File: src/rtl/brk_pkg.sv
package brk_pkg;

    localparam int ADDR_W    = 16;
    localparam int DATA_W    = 8;
    localparam int SEL_W     = 2;
    localparam int PULSE_LEN = 8;
    localparam int CNT_W     = $clog2(PULSE_LEN + 1);

    // control bit positions
    localparam int EN_BIT    = 1;
    localparam int MODE_BIT  = 2;
    localparam int FLAG_BIT  = 3;

    typedef enum logic [SEL_W-1:0] {
        SEL_HI   = 2'd0,
        SEL_LO   = 2'd1,
        SEL_CTRL = 2'd2,
        SEL_NONE = 2'd3
    } reg_sel_e;

    typedef struct packed {
        logic flag;
        logic pulse;
        logic en;
    } ctrl_t;

    function automatic logic [DATA_W-1:0] pack_ctrl(input ctrl_t c);
        logic [DATA_W-1:0] v;
        v = '0;
        v[EN_BIT]   = c.en;
        v[MODE_BIT] = c.pulse;
        v[FLAG_BIT] = c.flag;
        return v;
    endfunction

endpackage

File: src/rtl/brk_match.sv
module brk_match
    import brk_pkg::*;
(
    input  logic [ADDR_W-1:0] addr,
    input  logic              addr_vld,
    input  logic [ADDR_W-1:0] match_addr,
    input  logic              en,
    output logic              hit
);
    logic [ADDR_W-1:0] diff;

    assign diff = addr ^ match_addr;
    assign hit  = addr_vld && en && (diff == '0);
endmodule

File: src/rtl/brk_regs.sv
module brk_regs
    import brk_pkg::*;
(
    input  logic              clk,
    input  logic              rst,
    input  logic              wr,
    input  logic [SEL_W-1:0]  sel,
    input  logic [DATA_W-1:0] wdata,
    input  logic              hit,
    output logic [ADDR_W-1:0] match_addr,
    output ctrl_t             ctrl,
    output logic [DATA_W-1:0] rdata
);
    localparam int LO_W = ADDR_W - DATA_W;

    reg_sel_e          sel_e;
    logic [DATA_W-1:0] hi_q;
    logic [LO_W-1:0]   lo_q;
    ctrl_t             ctrl_q;
    logic              wr_ctrl;
    logic              clr_req;

    assign sel_e   = reg_sel_e'(sel);
    assign wr_ctrl = wr && (sel_e == SEL_CTRL);
    assign clr_req = wr_ctrl && wdata[FLAG_BIT];

    always_ff @(posedge clk) begin
        if (rst) begin
            hi_q   <= '0;
            lo_q   <= '0;
            ctrl_q <= '0;
        end else begin
            if (wr && sel_e == SEL_HI) hi_q <= wdata;
            if (wr && sel_e == SEL_LO) lo_q <= wdata[LO_W-1:0];
            if (wr_ctrl) begin
                ctrl_q.en    <= wdata[EN_BIT];
                ctrl_q.pulse <= wdata[MODE_BIT];
            end
            if (hit)          ctrl_q.flag <= 1'b1;
            else if (clr_req) ctrl_q.flag <= 1'b0;
        end
    end

    always_comb begin
        unique case (sel_e)
            SEL_HI:   rdata = hi_q;
            SEL_LO:   rdata = DATA_W'(lo_q);
            SEL_CTRL: rdata = pack_ctrl(ctrl_q);
            default:  rdata = '0;
        endcase
    end

    assign match_addr = {hi_q, lo_q};
    assign ctrl       = ctrl_q;

    assert_hit_sets_flag_R8: assert property (@(posedge clk) disable iff (rst)
        hit |=> ctrl_q.flag);
    assert_w1c_clears_R6: assert property (@(posedge clk) disable iff (rst)
        (clr_req && !hit) |=> !ctrl_q.flag);
    assert_zero_write_keeps_R6: assert property (@(posedge clk) disable iff (rst)
        (ctrl_q.flag && !clr_req) |=> ctrl_q.flag);
    assert_hit_beats_clear_R10: assert property (@(posedge clk) disable iff (rst)
        (hit && clr_req) |=> ctrl_q.flag);
    assert_unused_zero_R7: assert property (@(posedge clk) disable iff (rst)
        (sel_e == SEL_NONE) |-> (rdata == '0));
endmodule

File: src/rtl/brk_pulse.sv
module brk_pulse
    import brk_pkg::*;
(
    input  logic  clk,
    input  logic  rst,
    input  logic  hit,
    input  ctrl_t ctrl,
    output logic  brk
);
    logic [CNT_W-1:0] cnt_q;
    logic             load;

    assign load = hit && ctrl.pulse;

    always_ff @(posedge clk) begin
        if (rst)               cnt_q <= '0;
        else if (load)         cnt_q <= CNT_W'(PULSE_LEN);
        else if (cnt_q != '0)  cnt_q <= cnt_q - CNT_W'(1);
    end

    assign brk = ctrl.pulse ? (cnt_q != '0) : ctrl.flag;

    assert_pulse_countdown_R4: assert property (@(posedge clk) disable iff (rst)
        (cnt_q != '0 && !load) |=> (cnt_q == $past(cnt_q) - CNT_W'(1)));
    assert_pulse_restart_R9: assert property (@(posedge clk) disable iff (rst)
        load |=> (cnt_q == CNT_W'(PULSE_LEN)));
endmodule

File: src/rtl/addr_brk_unit.sv
module addr_brk_unit
    import brk_pkg::*;
(
    input  logic              clk,
    input  logic              rst,
    input  logic [ADDR_W-1:0] bus_addr,
    input  logic              bus_addr_vld,
    input  logic              reg_wr,
    input  logic [SEL_W-1:0]  reg_sel,
    input  logic [DATA_W-1:0] reg_wdata,
    output logic [DATA_W-1:0] reg_rdata,
    output logic              brk_out
);
    logic [ADDR_W-1:0] match_addr;
    ctrl_t             ctrl;
    logic              hit;
    logic              clr_wr;

    brk_match u_match (
        .addr       (bus_addr),
        .addr_vld   (bus_addr_vld),
        .match_addr (match_addr),
        .en         (ctrl.en),
        .hit        (hit)
    );

    brk_regs u_regs (
        .clk        (clk),
        .rst        (rst),
        .wr         (reg_wr),
        .sel        (reg_sel),
        .wdata      (reg_wdata),
        .hit        (hit),
        .match_addr (match_addr),
        .ctrl       (ctrl),
        .rdata      (reg_rdata)
    );

    brk_pulse u_pulse (
        .clk  (clk),
        .rst  (rst),
        .hit  (hit),
        .ctrl (ctrl),
        .brk  (brk_out)
    );

    assign clr_wr = reg_wr && (reg_sel == SEL_CTRL);

    assert_reset_low_R11: assert property (@(posedge clk)
        rst |=> !brk_out);
    assert_enable_gate_R2: assert property (@(posedge clk) disable iff (rst)
        $rose(ctrl.flag) |-> $past(ctrl.en && bus_addr_vld));
    assert_level_hold_R5: assert property (@(posedge clk) disable iff (rst)
        (brk_out && !ctrl.pulse && !clr_wr) |=> brk_out);
    assert_match_fires_R3: assert property (@(posedge clk) disable iff (rst)
        hit |=> brk_out);
endmodule

File: config.mk
export PLATFORM = sky130hd
export DESIGN_NAME = addr_brk_unit
export DESIGN_NICKNAME = d
export VERILOG_FILES = /design/src/rtl/brk_pkg.sv /design/src/rtl/brk_match.sv /design/src/rtl/brk_regs.sv /design/src/rtl/brk_pulse.sv /design/src/rtl/addr_brk_unit.sv
export SDC_FILE = /design/constraint.sdc
export NUM_CORES = 1
export LEC_CHECK = 0
export ABC_AREA = 1
export BUFFER_PORTS_ARGS = -buffer_cell sky130_fd_sc_hd__buf_2
export CAP_MARGIN = 20
export CORE_UTILIZATION = 50
export CTS_CLUSTER_SIZE = 16
export DETAILED_ROUTE_END_ITERATION = 8
export GPL_TIMING_DRIVEN = 0
export MAX_ROUTING_LAYER = met4
export PLACE_DENSITY_LB_ADDON = 0.15
export SLEW_MARGIN = 20
export SYNTH_ARGS = -nofsm -noshare
export SYNTH_HDL_FRONTEND = slang
export SYNTH_HIERARCHICAL = 1
export SYNTH_SLANG_ARGS = --single-unit
File: constraint.sdc
create_clock -name clk -period 1.44 [get_ports clk]
set_clock_uncertainty 0.1 [all_clocks]
set_input_delay 0.144 -clock clk [delete_from_list [all_inputs] [get_ports clk]]
set_output_delay 0.144 -clock clk [all_outputs]
set_load 0.005 [all_outputs]
==> flow_summary.toml <==
[floorplan]
core_area_um2 = 2540
die-area_um2 = 2990
pin_count = 39
initial_core_util_pct = 54.6
row_count = 18
fp.dieH_um = 54.7
die_w_um = 54.7

[power_and_ir_drop]
comb_power_share_pct = 45.2
swShare_pct = 36.1
power.density_nw_per_um2 = 1090
power_leakage_nw = 0.920
seqPwrFrac_pct = 39.4
ir_drop_v = 0.00115
p_switching_uw = 720
intPower_mw = 1.27
power_mw = 1.99
pwr-share-clk_pct = 15.5

[yosys]
netlist_top_cells_area = "dfxtp_1, nand2_1, nor2_1"
yosysSeqAreaShare_pct = 33.2
ys_warn_count = 6
netlist_instances = 218
synth_seq_cells = 23
synth_edf_count = 0
synth.distinct_cells = 26
synth_flop_cell = "dfxtp_1"
yosys.area.top_type_share_pct = 33.2
syn-num-nets = 250
synth-async-reset-ratio_pct = 0
postSynthAreaPerCell_um2 = 6.37
synth_common_cells = "nand2_1, nor2_1, inv_1, dfxtp_1, o21ai_0"
synth_area_um2 = 1390
synth.most_common_cell = "nand2_1"
synth_top_area_cell = "dfxtp_1"

[clock_tree]
cts_htree_levels = 1
clock_sinks = 23
clk_pin_slew_ns = 0.13
max-clock-path-buffers = 2
tritoncts = "done"
clock_latency_ns = 0.31
numCtsBuffers = 3
root_buffer = "clkbuf_4"

[detailed_routing]
post-route-drc-count = 0
first_pass_iters = 4
initialDrtViolationCount = 46
drt-total-wl_um = 3410
viasPerCell = 4.79
vias = 1467
routedWlPerCell_um = 11.2
ant_nets = 0

[hold_path]
whs_path_depth = 3
min_from = "reg_sel[1]"
hold_end = "u_regs/ctrl[1]"
hp-class = "primary input to flop"

[layout]
num-nets-final = 309
syn2layout_area_growth_pct = 31.6
drive_above_1_share_pct = 30.1
num_antenna_cells = 0

[timing]
max_slew_margin_pct = 78.1
finalHoldViolCount = 0
tightest_slew_ns = 0.328
layout_setup_ws_ns = -0.0107
fmax_mhz = 689
grt_setup_unrepaired = "yes"
final_max_slew_viol_count = 0
period_needed_ns = 1.45
holdWs_ns = 0.0704
fin_crit_sh_pct = 101
setup_violations = 1
finalSetupTns_ns = -0.0107

[setup_path]
crit_fanout = 2
required_ns = 1.20
worstSetupPathType = "flop to output port"
crit_path_start_kind = "flop"
crit_slowest_cell = "dfxtp_2"
cp-end-kind = "output port"
cp_top_family = "flip-flops"
reg2reg_slack_ns = 0.04
worst_path_largest_cell_delay_ns = 0.36
reg2reg_depth = 10
path_cells = "inv_2, ha_4, nand3_4, inv_4, a21oi_2, buf_2"
rr_startpoint = "u_regs/ctrl[0]"
worst-path-stages = 6
critPathArrivalTime_ns = 1.21
timing.rr.end = "u_pulse/cnt_q[3]"
path_buf_inv = 3

[grt]
grt_max_degree = 14
grt_pass1_vias = 1229
grt_overflow_total = 0
top_usage_layer = "met2"
grt_pass1_wl_um = 5080
use_met3_pct = 3.89
grt_use_met1_pct = 30.4
antenna_found_initial = 0
use_met2_pct = 39.6
grt_usage_pct = 24.7

[run_status]
status = "finished, violations left"
violations = "negative setup slack"

[placed_design]
gp_congestion = 0.811
portBuffers = 37
hpwl_um = 2390

[run]
maxCapViolCount = 0
## kinds of logic after synthesis
| logic type | after synthesis | synth area share [%] |
|---|---|---|
| DFF | 23 | 33.2 |
| buffers and inverters | 38 | 11.4 |
| adders and majority gates | 2 | 1.80 |
| xor gates and xnor gates | 7 | 4.41 |
| and+or+nand+nor | 122 | 39.1 |
| AOI/OAI and AO/OA | 26 | 10.1 |
## through the flow
stage / setup WS [ns] / utilization [%] / area [um2] / std cells
final: -0.0107 / 71.8 / 1830 / 306
after global routing: -0.0664 / 71.8 / 1830 / 306
after CTS: -0.0262 / 70.6 / 1800 / 303
after detailed placement: -0.0322 / 63.3 / 1610 / 285
after global placement: -0.0200 / 63.3 / 1610 / 285
after floorplan: 0.193 / - / 1390 / 218
## layout make-up
type | instances | area, um2
plain buffers | 3 | 26.3
clock buffers | 3 | 22.5
clock inverters | 1 | 5.00
fillers | 236 | 717
inverters | 35 | 135
multi-input cells | 157 | 791
flip-flops and latches | 23 | 473
well taps | 30 | 37.5
repair buffers | 54 | 338
## worst register-to-register path, delay by kind of cell (launching register included)
kind	cells	cell delay (ns)
AOI/OAI and AO/OA	1	0.10
DFF	1	0.39
and+or+nand+nor	9	0.75
## how the worst max path moves through the flow
stage / to / startpoint / slack, ns
CTS: brk_out / u_pulse/cnt_q[1] / -0.03
floorplan: u_pulse/cnt_q[1] / u_regs/hi_q[5] / 0.19
global route: brk_out / u_pulse/cnt_q[1] / -0.07
detailed placement: u_pulse/cnt_q[2] / u_regs/ctrl[0] / -0.03
global placement: u_pulse/cnt_q[1] / u_regs/ctrl[0] / -0.02
finish: brk_out / u_pulse/cnt_q[1] / -0.01
## power by group through the flow
stage          combinational [mW]  sequential [mW]  clock [mW]
2_1_floorplan               0.508            0.777           0
3_5_place_dp                0.644            0.791           0
3_3_place_gp                0.633            0.787           0
4_1_cts                     0.841            0.783       0.319
5_1_grt                      1.00            0.796       0.334
6_report                    0.900            0.784       0.309
## repair_timing
item | 4_1_cts | 5_1_grt
buffers inserted | 4 | 3
hold buffers | 10 | 0
endpoints found under the hold margin | 19 | 0
pin swaps | 2 | 2
endpoints found under the setup margin | 5 | 5
gates resized for setup | 11 | 7
## sequential cells by signal, summed over array words and instances (netlist names)
| name | cells |
|---|---|
| u_regs/ctrl | 3 |
| u_regs/lo_q | 8 |
| u_pulse/cnt_q | 4 |
| u_regs/hi_q | 8 |
## metal layers
layer  wire length, um  share of wire [%]
met5                 0                  0
met4                27               0.79
met3               173                5.1
met2              1580                 46
met1              1640                 48
## cell usage in the layout, fill, tap and decap left out, types with 6 or more instances in the layout
cell | synthesis | routed
buf_2 | 0 | 37
buf_4 | 1 | 8
dfxtp_1 | 23 | 13
dfxtp_2 | 0 | 10
dlygate4sd3_1 | 0 | 10
inv_1 | 30 | 28
nand2_1 | 58 | 57
nand3_1 | 6 | 6
nor2_1 | 44 | 43
o21ai_0 | 14 | 14
No activity file was read; power rests on OpenSTA's default activity.
